## config.mk

```make
export PLATFORM = sky130hd
export DESIGN_NAME = cfg_once_regs
export DESIGN_NICKNAME = d
export VERILOG_FILES = /design/src/rtl/cfg_once_pkg.sv /design/src/rtl/cfg_rst_sync.sv /design/src/rtl/cfg_once_reg.sv /design/src/rtl/cfg_por_bit.sv /design/src/rtl/cfg_once_regs.sv
export SDC_FILE = /design/constraint.sdc
export NUM_CORES = 1
export LEC_CHECK = 0
export ABC_AREA = 1
export BUFFER_PORTS_ARGS = -buffer_cell sky130_fd_sc_hd__buf_2
export CORE_MARGIN = 5
export CORE_UTILIZATION = 45
export CTS_BUF_LIST = sky130_fd_sc_hd__clkbuf_16
export DETAILED_ROUTE_END_ITERATION = 8
export GPL_TIMING_DRIVEN = 0
export PLACE_DENSITY = 0.77
export RECOVER_POWER = 100
export SYNTH_ARGS = -nofsm -noshare
export SYNTH_HDL_FRONTEND = slang
export SYNTH_SLANG_ARGS = --single-unit
```

## constraint.sdc

```tcl
create_clock -name clk -period 1.1 [get_ports clk]
set_clock_uncertainty 0.2 [all_clocks]
set_input_delay 0.055 -clock clk [delete_from_list [all_inputs] [get_ports clk]]
set_output_delay 0.055 -clock clk [all_outputs]
set_load 0.02 [all_outputs]
```

## src/rtl/cfg_once_pkg.sv

```systemverilog
package cfg_once_pkg;
  localparam int unsigned ADDR_W = 8;
  localparam int unsigned DATA_W = 8;
  localparam int unsigned NUM_REGS = 2;

  // Index 0: register 1, index 1: register 2
  localparam logic [ADDR_W-1:0] REG1_ADDR = 8'h1F;
  localparam logic [ADDR_W-1:0] REG2_ADDR = 8'h1E;

  // Bit of register 1 living in the power-on domain
  localparam int unsigned LV_BIT = 3;

  // Bits held by the general (any-reset) write-once latch
  localparam logic [DATA_W-1:0] REG1_GEN_MASK = 8'hF7;
  localparam logic [DATA_W-1:0] REG2_GEN_MASK = 8'h72;

  // Register 2 field positions
  localparam int unsigned XTAL_BIT = 6;
  localparam int unsigned SLOW_BIT = 5;
  localparam int unsigned EXTC_BIT = 4;
  localparam int unsigned OSCS_BIT = 1;

  localparam logic [ADDR_W-1:0] REG_ADDR [NUM_REGS] = '{REG1_ADDR, REG2_ADDR};
  localparam logic [DATA_W-1:0] REG_MASK [NUM_REGS] = '{REG1_GEN_MASK, REG2_GEN_MASK};

  localparam int unsigned SYNC_STAGES = 2;
endpackage

```

## src/rtl/cfg_rst_sync.sv

```systemverilog
module cfg_rst_sync #(
  parameter int unsigned STAGES = 2
) (
  input  logic clk,
  input  logic arst_n,
  output logic rst_n_s
);
  logic [STAGES-1:0] chain_q;
  logic [STAGES-1:0] chain_d;

  always_comb begin
    chain_d = {chain_q[STAGES-2:0], 1'b1};
  end

  always_ff @(posedge clk or negedge arst_n) begin
    if (!arst_n) begin
      chain_q <= '0;
    end else begin
      chain_q <= chain_d;
    end
  end

  assign rst_n_s = chain_q[STAGES-1];
endmodule

```

## src/rtl/cfg_once_reg.sv

```systemverilog
module cfg_once_reg #(
  parameter int unsigned ADDR_W = 8,
  parameter int unsigned WIDTH  = 8,
  parameter logic [ADDR_W-1:0] ADDR = '0,
  parameter logic [WIDTH-1:0]  MASK = '1
) (
  input  logic              clk,
  input  logic              rst_n,
  input  logic              wr_en,
  input  logic [ADDR_W-1:0] wr_addr,
  input  logic [WIDTH-1:0]  wr_data,
  output logic [WIDTH-1:0]  q,
  output logic              locked
);
  logic [WIDTH-1:0] val_q, val_d;
  logic             lock_q, lock_d;
  logic             hit;
  logic             load_en;

  always_comb begin
    hit     = wr_en && (wr_addr == ADDR);
    load_en = hit && !lock_q;
    val_d   = val_q;
    lock_d  = lock_q;
    if (load_en) begin
      val_d  = wr_data & MASK;
      lock_d = 1'b1;
    end
  end

  always_ff @(posedge clk or negedge rst_n) begin
    if (!rst_n) begin
      val_q  <= '0;
      lock_q <= 1'b0;
    end else begin
      val_q  <= val_d;
      lock_q <= lock_d;
    end
  end

  assign q      = val_q;
  assign locked = lock_q;

  // a locked register keeps its value
  p_locked_hold_r4: assert property (@(posedge clk) disable iff (!rst_n)
    lock_q |=> $stable(val_q));

  // a strobe to this address while open closes the lock
  p_first_write_locks_r2: assert property (@(posedge clk) disable iff (!rst_n)
    (wr_en && wr_addr == ADDR) |=> lock_q);
endmodule

```

## src/rtl/cfg_por_bit.sv

```systemverilog
module cfg_por_bit #(
  parameter int unsigned ADDR_W = 8,
  parameter logic [ADDR_W-1:0] ADDR = '0
) (
  input  logic              clk,
  input  logic              por_rst_n,
  input  logic              wr_en,
  input  logic [ADDR_W-1:0] wr_addr,
  input  logic              wr_bit,
  output logic              q,
  output logic              locked
);
  logic bit_q, bit_d;
  logic lock_q, lock_d;

  always_comb begin
    bit_d  = bit_q;
    lock_d = lock_q;
    if (wr_en && (wr_addr == ADDR) && !lock_q) begin
      bit_d  = wr_bit;
      lock_d = 1'b1;
    end
  end

  always_ff @(posedge clk or negedge por_rst_n) begin
    if (!por_rst_n) begin
      bit_q  <= 1'b0;
      lock_q <= 1'b0;
    end else begin
      bit_q  <= bit_d;
      lock_q <= lock_d;
    end
  end

  assign q      = bit_q;
  assign locked = lock_q;

  // once written in this power-on period the bit never moves
  p_lv_hold_r6: assert property (@(posedge clk) disable iff (!por_rst_n)
    lock_q |=> $stable(bit_q));
endmodule

```

## src/rtl/cfg_once_regs.sv

```systemverilog
module cfg_once_regs
  import cfg_once_pkg::*;
(
  input  logic              clk,
  input  logic              por_n,
  input  logic              rst_n,
  input  logic [ADDR_W-1:0] bus_addr,
  input  logic              bus_wr,
  input  logic [DATA_W-1:0] bus_wdata,
  output logic [DATA_W-1:0] bus_rdata,
  output logic              wdog_rate,
  output logic              lv_in_stop,
  output logic              lv_rst_off,
  output logic              lv_pwr_off,
  output logic              lv_sel,
  output logic              quick_stop_rec,
  output logic              stop_ok,
  output logic              wdog_off,
  output logic              xtal_en,
  output logic              ext_slow,
  output logic              ext_clk_en,
  output logic              osc_in_stop,
  output logic              osc2_gpio
);
  logic sys_arst_n;
  logic por_rst_n_s;
  logic sys_rst_n_s;

  assign sys_arst_n = por_n & rst_n;

  cfg_rst_sync #(.STAGES(SYNC_STAGES)) u_por_sync (
    .clk    (clk),
    .arst_n (por_n),
    .rst_n_s(por_rst_n_s)
  );

  cfg_rst_sync #(.STAGES(SYNC_STAGES)) u_sys_sync (
    .clk    (clk),
    .arst_n (sys_arst_n),
    .rst_n_s(sys_rst_n_s)
  );

  logic [DATA_W-1:0] gen_q  [NUM_REGS];
  logic [NUM_REGS-1:0] gen_lock;

  for (genvar gi = 0; gi < NUM_REGS; gi++) begin : g_reg
    cfg_once_reg #(
      .ADDR_W(ADDR_W),
      .WIDTH (DATA_W),
      .ADDR  (REG_ADDR[gi]),
      .MASK  (REG_MASK[gi])
    ) u_reg (
      .clk    (clk),
      .rst_n  (sys_rst_n_s),
      .wr_en  (bus_wr),
      .wr_addr(bus_addr),
      .wr_data(bus_wdata),
      .q      (gen_q[gi]),
      .locked (gen_lock[gi])
    );
  end

  logic lv_q;
  logic lv_lock;

  cfg_por_bit #(
    .ADDR_W(ADDR_W),
    .ADDR  (REG1_ADDR)
  ) u_lv_bit (
    .clk      (clk),
    .por_rst_n(por_rst_n_s),
    .wr_en    (bus_wr),
    .wr_addr  (bus_addr),
    .wr_bit   (bus_wdata[LV_BIT]),
    .q        (lv_q),
    .locked   (lv_lock)
  );

  logic [DATA_W-1:0] reg1_view;
  logic [DATA_W-1:0] reg2_view;

  always_comb begin
    reg1_view         = gen_q[0];
    reg1_view[LV_BIT] = lv_q;
    reg2_view         = gen_q[1];
  end

  always_comb begin
    unique case (bus_addr)
      REG1_ADDR: bus_rdata = reg1_view;
      REG2_ADDR: bus_rdata = reg2_view;
      default:   bus_rdata = '0;
    endcase
  end

  assign wdog_rate      = reg1_view[7];
  assign lv_in_stop     = reg1_view[6];
  assign lv_rst_off     = reg1_view[5];
  assign lv_pwr_off     = reg1_view[4];
  assign lv_sel         = reg1_view[LV_BIT];
  assign quick_stop_rec = reg1_view[2];
  assign stop_ok        = reg1_view[1];
  assign wdog_off       = reg1_view[0];
  assign xtal_en        = reg2_view[XTAL_BIT];
  assign ext_slow       = reg2_view[SLOW_BIT];
  assign ext_clk_en     = reg2_view[EXTC_BIT];
  assign osc_in_stop    = reg2_view[OSCS_BIT];
  assign osc2_gpio      = ~reg2_view[XTAL_BIT];

  // first write to register 1 appears on the outputs next cycle
  p_wr_first_r2: assert property (@(posedge clk) disable iff (!sys_rst_n_s)
    (bus_wr && bus_addr == REG1_ADDR && !gen_lock[0]) |=>
      (wdog_off == $past(bus_wdata[0]) && wdog_rate == $past(bus_wdata[7])));

  // strobes elsewhere leave both registers untouched
  p_other_wr_r10: assert property (@(posedge clk) disable iff (!sys_rst_n_s)
    (bus_wr && bus_addr != REG1_ADDR && bus_addr != REG2_ADDR) |=>
      ($stable(gen_q[0]) && $stable(gen_q[1]) && $stable(lv_q)));

  // the ordinary reset domain never touches the power-on bit
  p_lv_keep_r6: assert property (@(posedge clk) disable iff (!por_rst_n_s)
    !sys_rst_n_s |=> $stable(lv_q));
endmodule

```

==> impl_metrics.toml, run 1 <==
[run_status]
status = "finished, violations left"
violations = "hold timing, setup timing"

[finish]
nFillCells = 119
final-seq-area_um2 = 475
fin_nets = 212
finalNonFillerCells = 218
diodes = 0
layout-drive-gt1-share = 0.513
fin_area_um2 = 1650
multi_input_area_um2 = 437
area_growth_pct = 81.3

[placed_design]
place_congestion = 0.724
place_area_um2 = 1140
place_inst = 182
hpwl_um = 1810
preCtsSetupSlack_ns = -0.209
io_buffer_count = 39

[sta]
setup_ws_ns = -0.122
post-route-period-util = 1.11
grt_setup_unrepaired = "true"
finalCriticalPeriod_ns = 1.22
fmax_mhz = 818
worstMarginPinSlew_ns = 0.586
hold_violations = 2
slew_viol_final = 0
slew_headroom = 0.609
finalSetupViolCount = 24
hold_slack_ns = -0.0162

[critical_path]
crit_family = "simple AND/OR/NAND/NOR gates"
end_kind = "flip-flop"
cpPeakStageDelay_ns = 0.38
cp.buffers_inverters = 1
critPathMostFrequentCell = "nand2_1"
cpMaxStageDelayCell = "dfrtp_1"
startpoint = "g_reg[1].u_reg.locked"
r2r_end = "g_reg[1].u_reg.q[1]"
rr_startpoint = "g_reg[1].u_reg.locked"
cp_cell_sequence = "inv_2, nand4_1, nand2_1, nand2_1"
path_class = "reg -> reg"
cp.arrival_ns = 1.16
regToRegSetupSlack_ns = -0.12
crit_fanout = 5
critical_path_required_ns = 1.04
worstRegToRegCells = 4
cp-start-kind = "flip-flop"

[route]
drt_iter0_markers = 51
viasPerCell = 5.07
antenna_left = 0
dr.pass1.iters = 4
routedWlPerCell_um = 15.9
drc = 0
vias = 1106
drt-total-wl_um = 3470

[floorplan]
fp.dieH_um = 55.0
start_util = 0.468
core_area_um2 = 1940
die_w_um = 55.0
num_rows = 16
die_area_um2 = 3020
num_io_pins = 41

[yosys]
synth_fa_ha_area_frac = 0
synth-simple-area-share = 0.378
yosysTopAreaCell = "dfrtp_1"
ys_seq_area_frac = 0.523
yosysWarnings = 0
syn_inst = 115
avgSynthCellArea_um2 = 7.91
yosys_register_bits = 19
synth_area_um2 = 910
yosysMostFrequentCell = "nand2_1"
synth-xor-area-share = 0
yosysUniqueCellTypes = 13
synth_compound_area_frac = 0
synth-edff-count = 0
synth_mux_area_frac = 0
synth-async-reset-ratio = 1.00
ys.flop_type = "dfrtp_1"
synthTopCellsByArea = "dfrtp_1 52%, nand2_1 19%, nand4_1 11%"
netlist_top_cells_count = "46 x nand2_1, 19 x dfrtp_1, 16 x inv_1, 16 x nand4_1, 8 x nor2_1"
synth_top_area_share = 0.523
synth_top_family_by_area = "simple AND/OR/NAND/NOR gates"

[cts]
numCtsBuffers = 3
clock_path_buffers = 2
path_clk_slew_ns = 0.06
root_buffer = "clkbuf_16"
ctsHoldBuffers = 12
cts_tree = "built"
htree_levels = 1
clkLatencyLatePin_ns = 0.25
cts_sinks = 19

[power_and_ir_drop]
cellPowerDensity_nw_per_um2 = 979
p_leak_nw = 0.899
peakVddDrop_mv = 1.41

[grt]
grt_pass1_vias = 1086
grt_max_degree = 14
grt-busiest-layer = "met2"
track_usage = 0.218
grt_pass1_wl_um = 4680
antenna_found_initial = 0
met1_usage = 0.254
use_met2 = 0.384
overflow = 0
grt.met3_usage = 0.0349

[min_path]
holdPathEnd = "g_reg[0].u_reg.q[2]"
holdCritStartpoint = "bus_wr"
hp-class = "in -> reg"
hold-path-cell-count = 3

[run]
cap_violations = 0
==> sequential cells by signal, summed over array words and instances (netlist names) <==
signal / flops
g.u_reg.q: 11
g.u_reg.locked: 2
u_por_sync.chain_q: 2
u_sys_sync.chain_q: 2
u_lv_bit.locked: 1
u_lv_bit.q: 1
==> cell usage in the layout, fill, tap and decap left out <==
master         synthesis  layout
clkbuf_1               1       1
buf_2                  0      22
inv_1                 16      13
nand4_1               16      16
nand2_4                0       3
clkbuf_2               0       5
nand2_2                2      21
inv_2                  0       4
nor2_1                 8       6
buf_4                  0      22
nor2_2                 1       1
clkbuf_16              0       3
dlygate4sd3_1          0      12
nand2_1               46      24
buf_6                  1      11
nor2_4                 2       4
clkbuf_4               1       1
conb_1                 1       2
dfrtp_1               19      19
clkinv_4               0       1
==> power by group <==
part / total (W) / switching (W) / internal, W
clock network: 0.000760 / 0.000276 / 0.000485
registers: 0.000718 / 0.0000115 / 0.000706
logic: 0.000136 / 0.0000633 / 0.0000728
total: 0.00161 / 0.000351 / 0.00126
==> stage by stage <==
step	total power (W)	hold WS, ns	TNS [ns]	util
CTS	0.00158	-0.0301	-0.698	0.779
finish	0.00161	-0.0162	-1.77	0.849
global placement	0.000805	-0.353	-2.24	0.589
global route	0.00165	0.00718	-2.86	0.849
detailed placement	0.000810	-0.348	-2.81	0.589
floorplan	0.000760	-0.441	-0.0789	-
==> cell families after synthesis <==
kind of cell	count (synthesis)
DFF	19
and+or+nand+nor	75
other	1
buffers and inverters	20
==> worst reg2reg max path: stages (launching register included) <==
cell     delay (ns)
dfrtp_1        0.38
inv_2          0.07
nand4_1        0.23
nand2_1        0.16
nand2_1        0.07
==> worst max-delay path by stage <==
| stage | slack, ns | end | depth (start not counted) |
|---|---|---|---|
| 2_1_floorplan | -0.01 | g_reg[0].u_reg.q[0] | 4 |
| 3_3_place_gp | -0.16 | g_reg[0].u_reg.q[6] | 4 |
| 3_5_place_dp | -0.21 | g_reg[0].u_reg.q[0] | 4 |
| 4_1_cts | -0.06 | bus_rdata[1] | 3 |
| 5_1_grt | -0.20 | g_reg[1].u_reg.q[1] | 4 |
| 6_report | -0.12 | g_reg[1].u_reg.q[1] | 4 |
==> metal layers <==
metal / wire length [µm] / share of wire
met5: 0 / 0
met3: 218 / 0.063
met4: 109 / 0.031
met1: 1310 / 0.38
met2: 1830 / 0.53
==> timing repair <==
item	4_1_cts	5_1_grt
pin swaps	20	14
buffers inserted	12	8
resized for setup	28	27
hold endpoints to repair	18	1
endpoints found under the setup margin	21	26
==> layout make-up <==
| class | instances | area share |
|---|---|---|
| flip-flops and latches | 19 | 0.288 |
| plain buffers | 3 | 0.0137 |
| inverters | 17 | 0.0417 |
| clock buffers | 3 | 0.0455 |
| multi-input cells | 77 | 0.265 |
| repair buffers | 71 | 0.323 |
| clock inverters | 1 | 0.00228 |
| well taps | 27 | 0.0205 |
Power figures use the tool's default switching activity.
==> inputs of run 2 (changes only) <==
CORE_UTILIZATION = 49   (was 45)
PLACE_DENSITY = 0.79   (was 0.77)
SYNTH_HIERARCHICAL = 1   (was not set)
==> run 2 against run 1 <==
The run ends with setup timing left. Combinational power is 52% higher. Final cell count is 16% higher. First-iteration DRC count is 35% higher. Critical endpoint is now g_reg[0].u_reg/q[0]. Largest power group unchanged. Largest cell class unchanged. Non-clock buffer count is 5 higher. Via count is 23% higher.
==> impl_metrics.toml, run 2 <==
[critical_path]
cp-start-kind = "flip-flop"
critPathMostFrequentCell = "nand2_1"
critical_path_required_ns = 1.04
path_class = "reg -> reg"
cp_cell_sequence = "inv_2, nand2_2, nor2_4, nand3_4, nand2_1, nand2_1"
crit_fanout = 8
cpPeakStageDelay_ns = 0.38
worstRegToRegCells = 6
end_kind = "flip-flop"
cp.arrival_ns = 1.21
cpMaxStageDelayCell = "dfrtp_1"

[finish]
diodes = 0
nFillCells = 122
final_common_cell = "nand2_1"
fin_nets = 246
layout-drive-gt1-share = 0.493
largest_register_ffs = 11
area_growth_pct = 64.4
fin_area_um2 = 1910
finalNonFillerCells = 253
final_cell_mix = "39 x nand2_1, 23 x buf_4, 23 x buf_2"

[floorplan]
die_area_um2 = 3440
num_rows = 17
fp.dieH_um = 58.7
num_io_pins = 41
core_area_um2 = 2230
die_w_um = 58.7
start_util = 0.520

[sta]
tns_ns = -2.76
setup_ws_ns = -0.171
finalSetupViolCount = 27
finalCriticalPeriod_ns = 1.27
grt_setup_unrepaired = "true"
worstMarginPinSlew_ns = 0.501
slew_headroom = 0.666
hold_violations = 0
slew_viol_final = 0
post-route-period-util = 1.16
fmax_mhz = 786
hold_slack_ns = 0.00484

[cts]
clock_path_buffers = 2
cts_sinks = 19
numCtsBuffers = 3
root_buffer = "clkbuf_16"
clkLatencyLatePin_ns = 0.25
htree_levels = 1
path_clk_slew_ns = 0.05
cts_tree = "built"

[run]
cap_violations = 0

[placed_design]
io_buffer_count = 40
place_congestion = 0.787
place_area_um2 = 1410
place_inst = 215
hpwl_um = 2130

[power_and_ir_drop]
p_leak_nw = 1.08
peakVddDrop_mv = 0.942
cellPowerDensity_nw_per_um2 = 876

[route]
drt-total-wl_um = 3990
drt_iter0_markers = 69
viasPerCell = 5.36
dr.pass1.iters = 5
vias = 1356
antenna_left = 0
routedWlPerCell_um = 15.8
drc = 0

[yosys]
syn_inst = 144
synth_area_um2 = 1160
yosysWarnings = 6
avgSynthCellArea_um2 = 8.06

[grt]
grt_max_degree = 14
antenna_found_initial = 0
grt_pass1_vias = 1213
track_usage = 0.205
overflow = 0
grt_pass1_wl_um = 5350

[run_status]
status = "finished, violations left"
violations = "setup timing"

[min_path]
hp-class = "reg -> async"
-- run 2: critical path, delay by kind of cell, from the launching register on --
family	cells	cell delay (ns)
DFF	1	0.38
and+or+nand+nor	5	0.51
buffers and inverters	1	0.06
-- run 2: layer usage --
metal,share of wire,global-route usage,routed length (µm),vias to the layer above
met3,0.064,0.0351,257,13
met4,0.025,0.0906,99,0
li1,-,-,-,606
met2,0.52,0.372,2080,70
met1,0.39,0.235,1550,667
met5,0,0,0,-
-- run 2: repair_timing --
action,in CTS,in global routing
hold endpoints to repair,18,0
buffers inserted,15,7
resized for setup,25,19
setup endpoints to repair,22,27
hold buffers,12,0
pin swaps,19,9
-- run 2: cell type report --
class	count	area (µm²)	share of cell area
buffer	5	41.3	0.0216
clock buffer	3	75.1	0.0393
clock inverter	1	5.00	0.00262
inverter	21	78.8	0.0413
multi-input combinational	102	614	0.322
sequential	19	475	0.249
tap	28	35.0	0.0183
timing repair buffer	74	584	0.306
-- run 2: path summary, 6_finish.rpt --
path                                    endpoint             startpoint  slack, ns
setup / recovery             g_reg[0].u_reg/q[0]  g_reg[0].u_reg/locked      -0.17
hold / removal             g_reg[1].u_reg/locked  u_sys_sync/chain_q[1]      0.005
setup reg to reg             g_reg[0].u_reg/q[0]  g_reg[0].u_reg/locked      -0.17
hold reg to reg            g_reg[1].u_reg/locked  u_sys_sync/chain_q[1]      0.005
max in group asynchronous  u_por_sync/chain_q[1]                  por_n       0.12
min in group clk             g_reg[1].u_reg/q[1]            bus_addr[0]       0.01
-- run 2: power by group --
group	switching, W	internal (W)	total [W]
Clock	0.000261	0.000488	0.000748
Combinational	0.000119	0.0000887	0.000207
Sequential	0.0000102	0.000707	0.000717
Total	0.000389	0.00128	0.00167
-- run 2: through the flow --
| step | power (W) | utilization | setup WS [ns] |
|---|---|---|---|
| 3_5_place_dp | 0.000885 | 0.630 | -0.156 |
| 6_report | 0.00167 | 0.855 | -0.171 |
| 5_1_grt | 0.00174 | 0.855 | -0.255 |
| 4_1_cts | 0.00166 | 0.806 | -0.106 |
| 3_3_place_gp | 0.000879 | 0.630 | -0.134 |
| 2_1_floorplan | 0.000816 | - | -0.0692 |
